File: config.mk
export PLATFORM = sky130hd
export DESIGN_NAME = usb_ls_rx
export DESIGN_NICKNAME = d
export VERILOG_FILES = /design/src/rtl/usbrx_pkg.sv /design/src/rtl/usbrx_line_in.sv /design/src/rtl/usbrx_bit_timer.sv /design/src/rtl/usbrx_deser.sv /design/src/rtl/usbrx_buf.sv /design/src/rtl/usb_ls_rx.sv
export SDC_FILE = /design/constraint.sdc
export NUM_CORES = 1
export LEC_CHECK = 0
export BUFFER_PORTS_ARGS = -buffer_cell sky130_fd_sc_hd__buf_2
export CORE_MARGIN = 2
export CORE_UTILIZATION = 39
export DETAILED_ROUTE_END_ITERATION = 7
export PLACE_DENSITY = 0.64
export SLEW_MARGIN = 25
export SYNTH_ARGS = -nofsm -noshare
export SYNTH_HDL_FRONTEND = slang
export SYNTH_HIERARCHICAL = 1
export SYNTH_SLANG_ARGS = --single-unit
File: constraint.sdc
create_clock -name clk -period 4.7 [get_ports clk]
set_input_delay 0.705 -clock clk [delete_from_list [all_inputs] [get_ports clk]]
set_output_delay 0.705 -clock clk [all_outputs]
set_load 0.05 [all_outputs]
File: src/rtl/usbrx_pkg.sv
package usbrx_pkg;
  // Line state, encoded as {dp, dm}
  typedef enum logic [1:0] {
    LS_SE0 = 2'b00,
    LS_J   = 2'b01,
    LS_K   = 2'b10,
    LS_SE1 = 2'b11
  } lstate_t;

  typedef enum logic [2:0] {
    RX_IDLE,
    RX_CONFIRM,
    RX_HUNT,
    RX_DATA,
    RX_EOP
  } rxst_t;
endpackage

File: src/rtl/usbrx_line_in.sv
module usbrx_line_in
  import usbrx_pkg::*;
#(
  parameter int STAGES = 2
) (
  input  logic    clk,
  input  logic    rst,
  input  logic    dp_i,
  input  logic    dm_i,
  output lstate_t ls_o,
  output lstate_t ls_prev_o
);
  logic [1:0] pipe [STAGES];

  genvar g;
  generate
    for (g = 0; g < STAGES; g++) begin : g_stage
      if (g == 0) begin : g_first
        always_ff @(posedge clk) begin
          if (rst) pipe[0] <= LS_J;
          else     pipe[0] <= {dp_i, dm_i};
        end
      end else begin : g_next
        always_ff @(posedge clk) begin
          if (rst) pipe[g] <= LS_J;
          else     pipe[g] <= pipe[g-1];
        end
      end
    end
  endgenerate

  assign ls_o = lstate_t'(pipe[STAGES-1]);

  always_ff @(posedge clk) begin
    if (rst) ls_prev_o <= LS_J;
    else     ls_prev_o <= ls_o;
  end
endmodule

File: src/rtl/usbrx_bit_timer.sv
// Fractional bit timer: the credit counts in units of 1/DEN cycle.
module usbrx_bit_timer #(
  parameter int CLK_NUM = 32,
  parameter int CLK_DEN = 3
) (
  input  logic clk,
  input  logic rst,
  input  logic restart_i,
  output logic tick_o
);
  // After a restart the first tick falls 1.5 bit times later.
  localparam int LOAD = CLK_NUM + CLK_NUM / 2;
  localparam int W    = $clog2(LOAD + 1) + 1;
  localparam logic [W-1:0] K_LOAD = W'(LOAD);
  localparam logic [W-1:0] K_NUM  = W'(CLK_NUM);
  localparam logic [W-1:0] K_DEN  = W'(CLK_DEN);
  localparam logic [W-1:0] K_STEP = W'(CLK_NUM - CLK_DEN);

  logic [W-1:0] credit;
  logic         due;

  assign due    = (credit <= K_DEN);
  assign tick_o = due && !restart_i;

  always_ff @(posedge clk) begin
    if (rst)            credit <= K_NUM;
    else if (restart_i) credit <= K_LOAD;
    else if (due)       credit <= credit + K_STEP;
    else                credit <= credit - K_DEN;
  end
endmodule

File: src/rtl/usbrx_deser.sv
// NRZI decode, stuffed-bit removal and LSB-first byte assembly.
module usbrx_deser #(
  parameter int RUN = 6
) (
  input  logic       clk,
  input  logic       rst,
  input  logic       start_i,
  input  logic       shift_i,
  input  logic       lvl_k_i,
  output logic       vld_o,
  output logic [7:0] byte_o
);
  localparam int OW = $clog2(RUN + 1);
  localparam logic [OW-1:0] K_RUN = OW'(RUN);

  logic          prev_k;
  logic [OW-1:0] ones;
  logic [2:0]    nbit;
  logic [7:0]    sr;
  logic          bit_v;
  logic [7:0]    sr_nx;
  logic          stuffed;

  assign bit_v   = (lvl_k_i == prev_k);
  assign sr_nx   = {bit_v, sr[7:1]};
  assign stuffed = (ones == K_RUN);

  always_ff @(posedge clk) begin
    if (rst) begin
      prev_k <= 1'b1;
      ones   <= '0;
      nbit   <= '0;
      sr     <= '0;
      vld_o  <= 1'b0;
      byte_o <= '0;
    end else begin
      vld_o <= 1'b0;
      if (start_i) begin
        prev_k <= 1'b1;            // last sync bit was K
        ones   <= OW'(1);          // and decoded as a one
        nbit   <= '0;
      end else if (shift_i) begin
        prev_k <= lvl_k_i;
        if (stuffed) begin
          ones <= '0;
        end else begin
          sr   <= sr_nx;
          ones <= bit_v ? ones + OW'(1) : '0;
          nbit <= nbit + 3'd1;
          if (nbit == 3'd7) begin
            vld_o  <= 1'b1;
            byte_o <= sr_nx;
          end
        end
      end
    end
  end
endmodule

File: src/rtl/usbrx_buf.sv
module usbrx_buf #(
  parameter int DEPTH = 8,
  parameter int AW    = $clog2(DEPTH)
) (
  input  logic          clk,
  input  logic          we_i,
  input  logic [AW-1:0] wa_i,
  input  logic [7:0]    wd_i,
  input  logic [AW-1:0] ra_i,
  output logic [7:0]    rd_o
);
  logic [7:0] mem [DEPTH];

  always_ff @(posedge clk) begin
    if (we_i) mem[wa_i] <= wd_i;
    rd_o <= mem[ra_i];
  end
endmodule

File: src/rtl/usb_ls_rx.sv
module usb_ls_rx
  import usbrx_pkg::*;
#(
  parameter int CLK_NUM     = 32,
  parameter int CLK_DEN     = 3,
  parameter int BUF_DEPTH   = 8,
  parameter int HUNT_LIMIT  = 24,
  parameter int SYNC_STAGES = 2,
  parameter int STUFF_RUN   = 6,
  localparam int AW = $clog2(BUF_DEPTH),
  localparam int CW = $clog2(BUF_DEPTH + 1)
) (
  input  logic          clk,
  input  logic          rst,
  input  logic          dp,
  input  logic          dm,
  input  logic [AW-1:0] rd_addr,
  output logic [7:0]    rd_data,
  output logic          byte_stb,
  output logic [7:0]    byte_data,
  output logic [CW-1:0] byte_cnt,
  output logic          pkt_done,
  output logic          overflow,
  output logic          sync_err
);
  localparam int HW = $clog2(HUNT_LIMIT + 1);
  localparam logic [HW-1:0] K_HUNT_END = HW'(HUNT_LIMIT - 1);
  localparam logic [CW-1:0] K_DEPTH    = CW'(BUF_DEPTH);

  lstate_t       ls, ls_prev;
  rxst_t         st;
  logic          jk_edge;
  logic          bit_tick, tmr_restart;
  logic          lock, shift_en;
  logic          byte_vld;
  logic [7:0]    byte_v;
  logic [CW-1:0] wcnt;
  logic          room, wr_en;
  logic [HW-1:0] hunt_cnt;

  usbrx_line_in #(.STAGES(SYNC_STAGES)) u_line (
    .clk(clk), .rst(rst), .dp_i(dp), .dm_i(dm),
    .ls_o(ls), .ls_prev_o(ls_prev)
  );

  assign jk_edge     = (ls_prev == LS_J) && (ls == LS_K);
  assign tmr_restart = jk_edge && ((st == RX_IDLE) || (st == RX_HUNT));

  usbrx_bit_timer #(.CLK_NUM(CLK_NUM), .CLK_DEN(CLK_DEN)) u_tmr (
    .clk(clk), .rst(rst), .restart_i(tmr_restart), .tick_o(bit_tick)
  );

  assign lock     = (st == RX_CONFIRM) && bit_tick && (ls == LS_K);
  assign shift_en = (st == RX_DATA) && bit_tick && (ls != LS_SE0);

  usbrx_deser #(.RUN(STUFF_RUN)) u_deser (
    .clk(clk), .rst(rst), .start_i(lock), .shift_i(shift_en),
    .lvl_k_i(ls == LS_K), .vld_o(byte_vld), .byte_o(byte_v)
  );

  assign room  = (wcnt < K_DEPTH);
  assign wr_en = byte_vld && room;

  usbrx_buf #(.DEPTH(BUF_DEPTH), .AW(AW)) u_buf (
    .clk(clk), .we_i(wr_en), .wa_i(wcnt[AW-1:0]), .wd_i(byte_v),
    .ra_i(rd_addr), .rd_o(rd_data)
  );

  always_ff @(posedge clk) begin
    if (rst) begin
      st        <= RX_IDLE;
      hunt_cnt  <= '0;
      wcnt      <= '0;
      byte_stb  <= 1'b0;
      byte_data <= '0;
      byte_cnt  <= '0;
      pkt_done  <= 1'b0;
      overflow  <= 1'b0;
      sync_err  <= 1'b0;
    end else begin
      byte_stb <= 1'b0;
      pkt_done <= 1'b0;
      sync_err <= 1'b0;

      case (st)
        RX_IDLE: if (jk_edge) st <= RX_CONFIRM;
        RX_CONFIRM: begin
          if (bit_tick) begin
            if (ls == LS_K) begin
              st <= RX_DATA;
            end else begin
              st       <= RX_HUNT;
              hunt_cnt <= '0;
            end
          end
        end
        RX_HUNT: begin
          if (jk_edge) begin
            st <= RX_CONFIRM;
          end else if (hunt_cnt == K_HUNT_END) begin
            sync_err <= 1'b1;
            st       <= RX_IDLE;
          end else begin
            hunt_cnt <= hunt_cnt + HW'(1);
          end
        end
        RX_DATA: if (bit_tick && (ls == LS_SE0)) st <= RX_EOP;
        RX_EOP: begin
          if (ls == LS_J) begin
            pkt_done <= 1'b1;
            byte_cnt <= wcnt;
            st       <= RX_IDLE;
          end
        end
        default: st <= RX_IDLE;
      endcase

      if (lock) begin
        wcnt     <= '0;
        overflow <= 1'b0;
      end else if (byte_vld) begin
        if (room) begin
          wcnt      <= wcnt + CW'(1);
          byte_stb  <= 1'b1;
          byte_data <= byte_v;
        end else begin
          overflow <= 1'b1;
        end
      end
    end
  end
endmodule

; ---- Yosys cells after proc, flatten, opt, wreduce, memory -nomap -nowiden
; Memory sizes are Yosys's and may differ from the RTL's. A register that Yosys moved wholly into a read port is not among the register bits.
; Cells that the tools add are included.
[totals]
reg_bits = 61
ramBits = 68
inputBits = 7
word_cells = 118
memories = 2
[memory_table]
columns = memory, words, word_bits, read_ports, rd_clocked_by_memory_dff, wr, line_no
row1 = u_buf.mem, 8, 8, 1, 1, 1, usbrx_buf.sv:12  ; logic [7:0] mem [DEPTH];
row2 = u_line.pipe, 2, 2, 2, 0, 2, usbrx_line_in.sv:13  ; logic [1:0] pipe [STAGES];
[classes]
add_sub_neg = 6
order_cmp = 2
eq_ne = 19
mux = 30
n_bitwise = 9
reduce_logical = 31
[op_table]
columns = cell, n
row1 = 2-to-1 mux 5 bit, 5
row2 = 2-to-1 mux 3 bit, 8
row3 = one-hot mux 3 bit (5 select lines), 1
row4 = 2-to-1 mux 1 bit, 12
row5 = != test 2 bit (second input constant), 6
row6 = one-hot mux 5 bit (2 select lines), 1
row7 = AND reduction 5 bit, 2
row8 = equality test 3 bit (second input constant), 3
row9 = logical AND 1 bit, 9
row10 = AND reduction 2 bit, 4
row11 = adder 7 x 5 -> 7 bit (second input constant), 1
row12 = less-or-equal comparator 7 x 2 -> 1 bit (second input constant), 1
row13 = 2-to-1 mux 7 bit, 1
row14 = inverter 1 bit, 7
row15 = subtractor 7 x 2 -> 7 bit (second input constant), 1
row16 = adder 3 x 1 -> 3 bit (second input constant), 2
row17 = equality test 3 x 2 -> 1 bit (second input constant), 2
row18 = AND reduction 3 bit, 2
row19 = nonzero test 2 bit, 3
row20 = OR reduction 2 bit, 3
row21 = OR reduction 3 bit, 2
row22 = adder 5 x 1 -> 5 bit (second input constant), 1
row23 = equality test 5 bit (second input constant), 1
row24 = adder 4 x 1 -> 4 bit (second input constant), 1
row25 = 15 further kinds, 18

; ---- Longest topological paths before layout
; An unclocked memory read counts as a cell.
[depth]
depth_word = 10
mapped_depth = 12
mapped_depth_nobuf = 9

; ---- By module
; Netlist, hierarchy kept.
[modules_own_cells]
columns = module, instances, cells_per_inst, area_per_inst_um2, seq_area_each_um2
row1 = usbrx_buf, 1, 114, 2691.3, 2082.0
row2 = usb_ls_rx, 1, 136, 1261.2, 560.5
row3 = usbrx_deser, 1, 112, 994.7, 460.4
row4 = usbrx_bit_timer, 1, 33, 309.0, 140.1
row5 = usbrx_line_in, 1, 12, 157.7, 120.1

; ---- Worst setup path before layout
; Ideal clock, no wire load.
[synth_path]
path_type = register -> register
startpoint = register u_tmr.credit[2]
endpoint = register u_deser.sr[1]
setup_time_ps = 132
t_arrival_ps = 2480
required_time_ps = 4568
slack_ps = 2088
stages_incl_launch_ff = 11
synth_period_minus_slack_ps = 2612
path_cell_list = dfxtp_1 or4_4 nor4_1 and3b_1 nand2_1 nor2_1 a21bo_1 buf_6 clkbuf_1 o21ai_0 a21oi_1
[synth_via]
elab_cells_between_ends = 8
cone_classes = 1 x order compare / 1 x bitwise / 6 x reduce/logical
[synth_rtl]
columns = item, line_no
row1 = "start, declared", usbrx_bit_timer.sv:19  ; logic [W-1:0] credit;
row2 = "start signal, assigned", usbrx_bit_timer.sv:28  ; else if (due) credit <= credit + K_STEP;
row3 = "start signal, assigned", usbrx_bit_timer.sv:29  ; else credit <= credit - K_DEN;
row4 = less-or-equal comparator 7 x 2 -> 1 bit, usbrx_bit_timer.sv:22  ; assign due = (credit <= K_DEN);
row5 = logical AND 1 bit, usbrx_bit_timer.sv:23  ; assign tick_o = due && !restart_i;
row6 = named net bit_tick, usb_ls_rx.sv:33  ; logic bit_tick, tmr_restart;
row7 = logical AND 1 bit (2 in a row), usb_ls_rx.sv:54  ; assign shift_en = (st == RX_DATA) && bit_tick && (ls != LS_SE0);
row8 = named net shift_en, usb_ls_rx.sv:34  ; logic lock, shift_en;
row9 = AND reduction 3 bit (no source line), -
row10 = "end signal, assigned", usbrx_deser.sv:47  ; sr <= sr_nx;
row11 = "end, declared", usbrx_deser.sv:19  ; logic [7:0] sr;
; The timed path passes the listed nets, and every way through them passes these cells.
; A chain may end at the register's enable or synchronous reset.

==> out/metrics.yaml <==
cts:
  cts.sinks: 136
  clock-root-buffer: "clkbuf_16"
  cts_resized: 0
  cts_buffers: 17
  hold_buffers: 0
  post_cts_buffers: 0
  cts_tree: "done"
  insertion_delay_ns: 0.42
  clockBufferDepth: 2
  clkTransAtPathRegs_ns: 0.06
  htreeDepth: 4
die:
  pin_count: 31
  dieArea_sq_mm: 0.0148
  die_y_um: 122
  num_rows: 43
  core_sq_mm: 0.0137
  initial_core_util: 0.395
  fp.dieW_um: 122
placement:
  dp_hpwl_mm: 6.14
  io_buffers: 30
  gp_congestion: 0.820
synth:
  yosys.area_share.simple: 0.127
  yosysTopAreaCellShare: 0.355
  netlist_top_cells_count: "dfxtp_1, edfxtp_1, nor2_1, a21oi_1, nand3_1"
  syn_avg_cell_area_sq_um: 13.3
  syn_nets: 421
  async_flop_share: 0
  synth.top_cells.by_area: "edfxtp_1, dfxtp_1, mux4_1"
  syn_inst: 407
  ys_warn_count: 6
  synth_top_family_by_area: "simple AND/OR/NAND/NOR gates"
  synth_xor_area_frac: 0.0129
  synth_area_sq_mm: 0.00541
  synth_fa_ha_area_frac: 0.0162
  synth.distinct_cells: 62
  synth_compound_area_frac: 0.0714
  yosysMostFrequentCell: "dfxtp_1"
  yosysTopAreaCell: "edfxtp_1"
  muxShareOfSynthArea: 0.118
  synth_edf_count: 64
  synth_seq_area_share: 0.621
  ys_seq_elements: 136
  ys.flop_type: "dfxtp_1"
pwr:
  power_density_mw_per_mm2: 422
  p_sw_mw: 0.552
  clkPwrFrac: 0.487
  switching_share: 0.210
  p_leak_nw: 2.23
  peakVddDrop_mv: 0.243
  internal_power_mw: 2.08
  p_comb_frac: 0.035
  seqPwrFrac: 0.478
global_route:
  grt_max_degree: 50
  grtUsageTotal: 0.149
  grt_pass1_wl_mm: 16.5
  grt-ovfl-total: 0
  grt_antenna_before_repair: 0
  grt_pass1_vias: 3251
status:
  outcome: "complete, no violations"
timing:
  rsz0062_at_grt: "false"
  tightest_slew_ns: 0.943
  hold_viol_final: 0
  period_needed_ns: 3.21
  tns_ns: 0
  skew_ns: 0.0123
  period_share: 0.684
  slew_headroom: 0.369
  max_freq_mhz: 311
  setup_viol: 0
  drv_slew: 0
route:
  dr.pass1.iters: 5
  drt-total-wl_mm: 9.97
  drt_iter0_drc: 275
  wl_per_cell_um: 15.9
  vias: 3260
  via_per_inst: 5.19
  drtAntennaViolNets: 0
  drc_errors: 0
setup_path:
  crit_start: "u_line/pipe[1][0]"
  cp-end-kind: "flip-flop"
  worstSetupStartpointType: "flip-flop"
  crit_type: "flip-flop to flip-flop"
  critPathMaxFanout: 19
  cp.required_ns: 5.03
  r2r-start: "u_line/pipe[1][0]"
  worstPathArrival_ns: 3.54
finish:
  fin_nets: 449
  drive_gt1_frac: 0.176
  multiInputGateArea_sq_mm: 0.00187
  fillerInstances: 1224
  diodes: 0
  syn2layout_area_growth_pct: 15.1
  seq_area_sq_mm: 0.00336
  final_util: 0.454
min_path:
  min_path_type: "flip-flop to flip-flop"
  hp-start: "u_line/pipe[0][0]"
job:
  drv_cap: 0
[cell usage in the layout, fill, tap and decap left out, types with 3 or more instances in the layout]
cell,instances
a21oi_1,26
a31oi_1,3
buf_2,30
clkbuf_1,3
clkbuf_16,17
dfxtp_1,72
edfxtp_1,64
ha_1,7
inv_1,8
mux2_2,8
mux2i_1,13
mux4_1,15
nand2_1,16
nand2b_1,6
nand3_1,21
nand4_1,9
nand4b_1,3
nor2_1,34
nor2b_1,6
nor3_1,8
o21ai_0,9
o31ai_1,8
or2_1,3
xnor2_1,5
xor2_1,3
[state kept, by name, indices dropped and copies added (netlist names), 3 cells and up]
signal          flops
byte_cnt            4
byte_data           8
hunt_cnt            5
st                  3
u_buf/mem          64
u_buf/rd_o          8
u_deser/byte_o      8
u_deser/nbit        3
u_deser/ones        3
u_deser/sr          7
u_line/pipe         4
u_tmr/credit        7
wcnt                4
[cells by family (layout without fill, tap and decap cells)]
family,after synthesis,in the layout
buffers and inverters,32,73
xor gates and xnor gates,8,8
DFF,136,136
and+or+nand+nor,126,126
adders and majority gates,7,7
AOI/OAI and AO/OA,61,61
muxes,37,37
[worst max-delay path: stages, from the launching register on]
cell	delay [ns]
dfxtp_1	0.42
nand4bb_1	0.35
nor3_1	0.18
nor4_1	0.50
and3b_1	0.28
nand2_1	0.06
nor2_1	0.26
a21boi_2	0.72
nand4_1	0.16
a21oi_1	0.18
[routing by layer]
metal	GRT usage	vias up	routed length, um
met5	0	-	0
met4	0.0618	0	137
met3	0.0538	11	388
met2	0.238	67	4980
met1	0.183	1599	4460
li1	-	1583	-
[through the flow]
stage / hold slack (ns) / std cells / power, mW / cell area (sq um) / worst slack (ns)
after global placement: 0.389 / 596 / 1.37 / 5650 / 1.52
after floorplan: 0.383 / 407 / 1.36 / 5410 / 2.09
after detailed placement: 0.392 / 596 / 1.37 / 5660 / 1.53
after global routing: 0.432 / 628 / 2.73 / 6230 / 1.04
final: 0.401 / 628 / 2.63 / 6230 / 1.49
after CTS: 0.406 / 628 / 2.66 / 6230 / 1.49
[final timing paths]
| path | slack [ns] | cells past startpoint | endpoint |
|---|---|---|---|
| min | 0.40 | 1 | u_line/pipe[1][0] |
| max | 1.49 | 9 | u_deser/byte_o[2] |
| min reg2reg | 0.40 | 1 | u_line/pipe[1][0] |
| max reg2reg | 1.49 | 9 | u_deser/byte_o[2] |
[power by group through the flow]
stage	sequential, mW	combinational (mW)	clock, mW
final	1.26	0.0921	1.28
after global routing	1.26	0.102	1.37
after CTS	1.26	0.0933	1.31
after detailed placement	1.28	0.0931	0
after global placement	1.28	0.0924	0
after floorplan	1.30	0.0581	0
[layout make-up]
class,instances,share of cell area
well taps,180,0.0361
multi-input cells,239,0.300
flip-flops and latches,136,0.540
clock buffers,21,0.0723
clock inverters,11,0.0199
inverters,9,0.00542
repair buffers,32,0.0265
Note: power is estimated with default switching activity, not from simulation.
